$ cat config.mk
export PLATFORM = sky130hd
export DESIGN_NAME = sensor_set_fifo
export DESIGN_NICKNAME = d
export VERILOG_FILES = /design/src/rtl/sensor_set_fifo_pkg.sv /design/src/rtl/sfifo_ctrl.sv /design/src/rtl/sfifo_store.sv /design/src/rtl/sfifo_status.sv /design/src/rtl/sensor_set_fifo.sv
export SDC_FILE = /design/constraint.sdc
export NUM_CORES = 1
export LEC_CHECK = 0
export ABC_CLOCK_PERIOD_IN_PS = 11450
export CAP_MARGIN = 30
export CORE_MARGIN = 2
export CORE_UTILIZATION = 25
export DETAILED_ROUTE_END_ITERATION = 16
export DONT_BUFFER_PORTS = 1
export GPL_TIMING_DRIVEN = 0
export PLACE_DENSITY = 0.49
export SLEW_MARGIN = 10
export SYNTH_ARGS = -nofsm -noshare
export SYNTH_HDL_FRONTEND = slang
export SYNTH_SLANG_ARGS = --single-unit
$ cat constraint.sdc
create_clock -name clk -period 11.45 [get_ports clk]
set_input_delay 2.29 -clock clk [delete_from_list [all_inputs] [get_ports clk]]
set_output_delay 2.29 -clock clk [all_outputs]
set_load 0.02 [all_outputs]
$ cat src/rtl/sensor_set_fifo_pkg.sv
package sensor_set_fifo_pkg;
    typedef enum logic [2:0] {
        ST_BYPASS,
        ST_HOLD,
        ST_RING,
        ST_RING_ARMED,
        ST_FROZEN
    } fill_state_t;

    localparam logic [1:0] MODE_BYPASS = 2'b00;
    localparam logic [1:0] MODE_HOLD   = 2'b01;
    localparam logic [1:0] MODE_RING   = 2'b10;
    localparam logic [1:0] MODE_ARMED  = 2'b11;
endpackage

$ cat src/rtl/sfifo_ctrl.sv
module sfifo_ctrl
    import sensor_set_fifo_pkg::*;
#(
    parameter int LVL_W = 5
) (
    input  logic             clk,
    input  logic             rst_n,
    input  logic             cfg_we,
    input  logic [1:0]       cfg_mode,
    input  logic             cfg_trig,
    input  logic [LVL_W-1:0] cfg_level,
    input  logic             evt_a,
    input  logic             evt_b,
    input  logic             smp_valid,
    input  logic             full,
    input  logic             pop,
    output logic             push,
    output logic [LVL_W-1:0] level
);
    fill_state_t state, state_nx;
    logic        trig_sel;
    logic        trig_hit;
    logic        store_on;
    logic        circular;

    assign trig_hit = trig_sel ? evt_b : evt_a;

    always_comb begin
        state_nx = state;
        if (cfg_we) begin
            unique case (cfg_mode)
                MODE_BYPASS: state_nx = ST_BYPASS;
                MODE_HOLD:   state_nx = ST_HOLD;
                MODE_RING:   state_nx = ST_RING;
                MODE_ARMED:  state_nx = ST_RING_ARMED;
            endcase
        end else if (state == ST_RING_ARMED && trig_hit) begin
            state_nx = ST_FROZEN;
        end
    end

    always_ff @(posedge clk or negedge rst_n) begin
        if (!rst_n) begin
            state    <= ST_BYPASS;
            trig_sel <= 1'b0;
            level    <= '0;
        end else begin
            state <= state_nx;
            if (cfg_we) begin
                trig_sel <= cfg_trig;
                level    <= cfg_level;
            end
        end
    end

    always_comb begin
        store_on = 1'b1;
        circular = 1'b0;
        unique case (state)
            ST_BYPASS:     store_on = 1'b0;
            ST_HOLD:       circular = 1'b0;
            ST_RING:       circular = 1'b1;
            ST_RING_ARMED: circular = 1'b1;
            ST_FROZEN:     circular = 1'b0;
            default:       store_on = 1'b0;
        endcase
        push = smp_valid && !cfg_we && store_on && (!full || pop || circular);
    end

    assert_bypass_no_store_R2: assert property (@(posedge clk) disable iff (!rst_n)
        (state == ST_BYPASS) |-> !push);

    assert_freeze_holds_R5: assert property (@(posedge clk) disable iff (!rst_n)
        (state == ST_FROZEN && !cfg_we) |=> (state == ST_FROZEN));

    assert_hold_drops_when_full_R3: assert property (@(posedge clk) disable iff (!rst_n)
        ((state == ST_HOLD || state == ST_FROZEN) && full && !pop) |-> !push);
endmodule

$ cat src/rtl/sfifo_store.sv
module sfifo_store #(
    parameter int DATA_W = 48,
    parameter int DEPTH  = 32,
    parameter int PTR_W  = $clog2(DEPTH),
    parameter int CNT_W  = $clog2(DEPTH + 1)
) (
    input  logic              clk,
    input  logic              rst_n,
    input  logic              clr,
    input  logic              push,
    input  logic              pop,
    input  logic [DATA_W-1:0] din,
    output logic [DATA_W-1:0] dout,
    output logic [CNT_W-1:0]  count,
    output logic              full
);
    logic [DATA_W-1:0] mem [DEPTH];
    logic [PTR_W-1:0]  wr_ptr, rd_ptr;
    logic              overwrite;

    function automatic logic [PTR_W-1:0] bump(input logic [PTR_W-1:0] p);
        return (p == PTR_W'(DEPTH - 1)) ? '0 : p + PTR_W'(1);
    endfunction

    assign full      = (count == CNT_W'(DEPTH));
    assign overwrite = push && !pop && full;
    assign dout      = mem[rd_ptr];

    always_ff @(posedge clk) begin
        if (push && !clr) mem[wr_ptr] <= din;
    end

    always_ff @(posedge clk or negedge rst_n) begin
        if (!rst_n) begin
            wr_ptr <= '0;
            rd_ptr <= '0;
            count  <= '0;
        end else if (clr) begin
            wr_ptr <= '0;
            rd_ptr <= '0;
            count  <= '0;
        end else begin
            if (push)             wr_ptr <= bump(wr_ptr);
            if (pop || overwrite) rd_ptr <= bump(rd_ptr);
            if (push && !pop && !full) count <= count + CNT_W'(1);
            else if (pop && !push)     count <= count - CNT_W'(1);
        end
    end

    assert_count_bound_R3: assert property (@(posedge clk) disable iff (!rst_n)
        count <= CNT_W'(DEPTH));

    assert_no_pop_empty_R9: assert property (@(posedge clk) disable iff (!rst_n)
        pop |-> (count != '0));

    assert_count_step_R6: assert property (@(posedge clk) disable iff (!rst_n)
        !clr |=> (int'(count) - int'($past(count)) <= 1 && int'($past(count)) - int'(count) <= 1));
endmodule

$ cat src/rtl/sfifo_status.sv
module sfifo_status #(
    parameter int DEPTH = 32,
    parameter int CNT_W = $clog2(DEPTH + 1),
    parameter int LVL_W = 5
) (
    input  logic [CNT_W-1:0] count,
    input  logic [LVL_W-1:0] level,
    output logic [7:0]       status
);
    logic [LVL_W-1:0] cnt_field;

    assign cnt_field = (count >= CNT_W'(2**LVL_W - 1)) ? {LVL_W{1'b1}} : count[LVL_W-1:0];

    always_comb begin
        status[7]   = (int'(count) > int'(level));
        status[6]   = (count == CNT_W'(DEPTH));
        status[5]   = (count == '0);
        status[4:0] = cnt_field;
    end
endmodule

$ cat src/rtl/sensor_set_fifo.sv
module sensor_set_fifo #(
    parameter int AXIS_W = 16,
    parameter int DEPTH  = 32
) (
    input  logic              clk,
    input  logic              rst_n,
    input  logic              cfg_we,
    input  logic [7:0]        cfg_wdata,
    input  logic              smp_valid,
    input  logic [AXIS_W-1:0] smp_x,
    input  logic [AXIS_W-1:0] smp_y,
    input  logic [AXIS_W-1:0] smp_z,
    input  logic              evt_a,
    input  logic              evt_b,
    input  logic              rd_en,
    output logic [AXIS_W-1:0] rd_x,
    output logic [AXIS_W-1:0] rd_y,
    output logic [AXIS_W-1:0] rd_z,
    output logic [7:0]        status
);
    localparam int DATA_W = 3 * AXIS_W;
    localparam int CNT_W  = $clog2(DEPTH + 1);
    localparam int LVL_W  = 5;

    logic [CNT_W-1:0]  count;
    logic [LVL_W-1:0]  level;
    logic [DATA_W-1:0] head;
    logic              full, push, pop;

    assign pop = rd_en && !cfg_we && (count != '0);

    sfifo_ctrl #(.LVL_W(LVL_W)) u_ctrl (
        .clk(clk), .rst_n(rst_n), .cfg_we(cfg_we),
        .cfg_mode(cfg_wdata[7:6]), .cfg_trig(cfg_wdata[5]), .cfg_level(cfg_wdata[4:0]),
        .evt_a(evt_a), .evt_b(evt_b), .smp_valid(smp_valid),
        .full(full), .pop(pop), .push(push), .level(level)
    );

    sfifo_store #(.DATA_W(DATA_W), .DEPTH(DEPTH)) u_store (
        .clk(clk), .rst_n(rst_n), .clr(cfg_we), .push(push), .pop(pop),
        .din({smp_x, smp_y, smp_z}), .dout(head), .count(count), .full(full)
    );

    sfifo_status #(.DEPTH(DEPTH), .LVL_W(LVL_W)) u_status (
        .count(count), .level(level), .status(status)
    );

    assign {rd_x, rd_y, rd_z} = head;

    assert_overrun_count_R7: assert property (@(posedge clk) disable iff (!rst_n)
        status[6] |-> (status[4:0] == 5'd31 && !status[5]));

    assert_cfg_clears_R1: assert property (@(posedge clk) disable iff (!rst_n)
        cfg_we |=> (status[5] && status[4:0] == 5'd0));

    assert_empty_read_ignored_R9: assert property (@(posedge clk) disable iff (!rst_n)
        (status[5] && !smp_valid && !cfg_we) |=> status[5]);
endmodule

==> results.json <==
{
  "io_buffers": 0,
  "seqPwrFrac": 0.457,
  "drive_gt1_frac": 0.327,
  "start_util": 0.251,
  "slew_violations": 0,
  "ctsLongestPathBuffers": 3,
  "drc_errors": 0,
  "fp.dieH_um": 493,
  "required_ns": 9.16,
  "syn-num-nets": 2476,
  "tns_ns": 0,
  "slew_headroom": 0.307,
  "crit_chain": "buf_2, clkbuf_1, buf_8, clkbuf_1, mux4_2, mux4_2, mux2_2",
  "met3_length_mm": 8.87,
  "end_kind": "output pin",
  "synth_flop_cell": "edfxtp_1",
  "die_w_um": 493,
  "nFillCells": 22800,
  "cts_sinks": 1561,
  "syn-cell-area_um2": 59900,
  "power.combinational.fraction": 0.184,
  "worstHoldStart": "u_ctrl.trig_sel$_DFFE_PN0P_",
  "start_kind": "flip-flop",
  "final_cell_mix": "edfxtp_1, mux4_2, clkbuf_16, clkbuf_1, buf_12",
  "wire_per_inst_um": 26.2,
  "fin_crit_sh": 0.582,
  "drv_cap": 0,
  "startpoint": "u_store.rd_ptr[2]$_DFFE_PN0P_",
  "p_int_w": 0.0102,
  "pin_count": 119,
  "leakage_nw": 21.0,
  "track_usage": 0.127,
  "yosysWarnings": 0,
  "synth_edf_count": 1536,
  "rsz0062_at_grt": "no",
  "r2r-start": "u_store.count[5]$_DFFE_PN0P_",
  "setup_viol": 0,
  "min_period_ns": 6.66,
  "vias_per_cell": 4.47,
  "cts_buffers": 158,
  "maxUsedRoutingLayer": "met4",
  "antenna_found_initial": 4,
  "fmax_ghz": 0.150,
  "crit_fanout": 10,
  "grt_pass1_wl_mm": 220,
  "grt-ovfl-total": 0,
  "hold_path.class": "flip-flop to flip-flop",
  "cp_slowest_stage_delay_ns": 0.70,
  "hold_violations": 0,
  "wl_met2_mm": 74.4,
  "totalWireLength_mm": 156,
  "crit_type": "flip-flop to output pin",
  "cts_tree": "built",
  "drt_iter0_markers": 2736,
  "grt_pass1_vias": 27800,
  "dieArea_um2": 243000,
  "grt_max_degree": 33,
  "insertion_delay_ns": 0.80,
  "avgSynthCellArea_um2": 25.0,
  "syn_inst": 2396,
  "peakVddDrop_v": 0.000122,
  "post_cts_resized": 0,
  "synth_cell_types": 50,
  "status": "finished clean",
  "cp.arrival_ns": 4.37,
  "area_growth_pct": 18.3,
  "htreeDepth": 4,
  "yosysSeqAreaShare": 0.781,
  "hold_buffers": 0,
  "clk_pin_slew_ns": 0.06,
  "fin_skew_ns": 0.0195,
  "place_congestion": 0.699,
  "ys_async_sr_fraction": 0.0160,
  "core_um2": 238000,
  "pwr-share-clk": 0.358,
  "post-route-util": 0.297,
  "cts_setup_buffers": 0,
  "slowest_stage": "clkbuf_1",
  "nNetsFinal": 2739,
  "drtAntennaViolNets": 0,
  "root_buffer": "clkbuf_16",
  "ys_seq_elements": 1561,
  "rows": 179,
  "vias": 26600,
  "drt-pass1-iter-count": 5,
  "switching_share": 0.261,
  "worst_slew_pin_slew_ns": 1.04,
  "met1_length_mm": 70.4,
  "layout_commonest_cell": "edfxtp_1",
  "powerDensity_nw_per_um2": 196,
  "hpwl_mm": 105,
  "switchingPower_w": 0.00362
}
-- through the flow --
step	setup WS [ns]	hold slack [ns]	cells	cell area, um^2	total power (W)
2_1_floorplan	5.73	0.462	2396	59900	0.00818
3_3_place_gp	1.64	0.478	5563	63800	0.00903
3_5_place_dp	5.48	0.503	5658	65800	0.00908
4_1_cts	4.62	0.516	5942	70700	0.0141
5_1_grt	4.65	0.527	5950	70800	0.0144
6_report	4.79	0.512	5951	70800	0.0139
-- worst paths after layout --
check | endpoint | slack, ns | depth (start not counted)
max | rd_y[4] | 4.79 | 7
min | u_ctrl.trig_sel$_DFFE_PN0P_ | 0.51 | 1
max reg2reg | u_store.mem[12][24]$_DFFE_PP_ | 7.15 | 9
min reg2reg | u_ctrl.trig_sel$_DFFE_PN0P_ | 0.51 | 1
max in group asynchronous | u_store.wr_ptr[3]$_DFFE_PN0P_ | 10.17 | 0
min in group asynchronous | u_ctrl.state[1]$_DFFE_PN0P_ | 1.19 | 0
-- flip-flops by register name (all words and copies together), names as in the netlist --
signal           flops
u_ctrl.level         5
u_store.mem       1536
u_ctrl.state         3
u_store.count        6
u_ctrl.trig_sel      1
u_store.rd_ptr       5
u_store.wr_ptr       5
-- power by group through the flow --
stage	logic, W	clock network, W	registers, W
CTS	0.00263	0.00508	0.00634
global placement	0.00257	0	0.00646
finish	0.00255	0.00497	0.00634
detailed placement	0.00262	0	0.00646
floorplan	0.00173	0	0.00645
global route	0.00273	0.00531	0.00634
-- cell families (layout without fill, tap and decap cells) --
logic type,after synthesis,after routing,synth area share
DFF,1561,1561,0.781
adders and majority gates,17,17,0.00368
and+or+nand+nor,100,100,0.00803
buffers and inverters,135,522,0.0101
AOI/OAI and AO/OA,45,45,0.00491
xor gates and xnor gates,3,3,0.000439
muxes,535,535,0.192
other,0,1,0
-- critical path, delay by kind of cell, from the launching register on --
family	cells	cell delay [ns]
DFF	1	0.34
buffers and inverters	4	1.80
muxes	3	1.41
-- routing by layer --
metal	up-vias	GRT usage
met5	-	0
met4	0	0.0283
met3	161	0.0292
met2	735	0.203
met1	14700	0.177
li1	11000	-
-- cell usage after synthesis, types with 6 or more instances --
cell type,instances,area share
o21ai_1,12,0.0010
edfxtp_1,1536,0.77
mux4_1,16,0.0070
nor2_1,40,0.0025
mux2_2,50,0.0094
buf_1,15,0.00094
buf_2,34,0.0028
nand2_1,24,0.0015
dfrtp_1,25,0.010
inv_1,11,0.00069
a21oi_1,6,0.00050
clkbuf_1,64,0.0040
ha_1,16,0.0033
mux4_2,464,0.17
-- final cells by class --
class	count	area [um^2]	share of cell area
flip-flops and latches	1561	46700	0.660
multi-input cells	700	12700	0.180
clock buffers	194	4170	0.0589
well taps	3167	3960	0.0560
repair buffers	103	1860	0.0263
clock inverters	90	709	0.0100
plain buffers	122	558	0.00788
inverters	13	48.8	0.000689
diodes	1	2.50	0.0000353
Power figures use the tool's default switching activity.
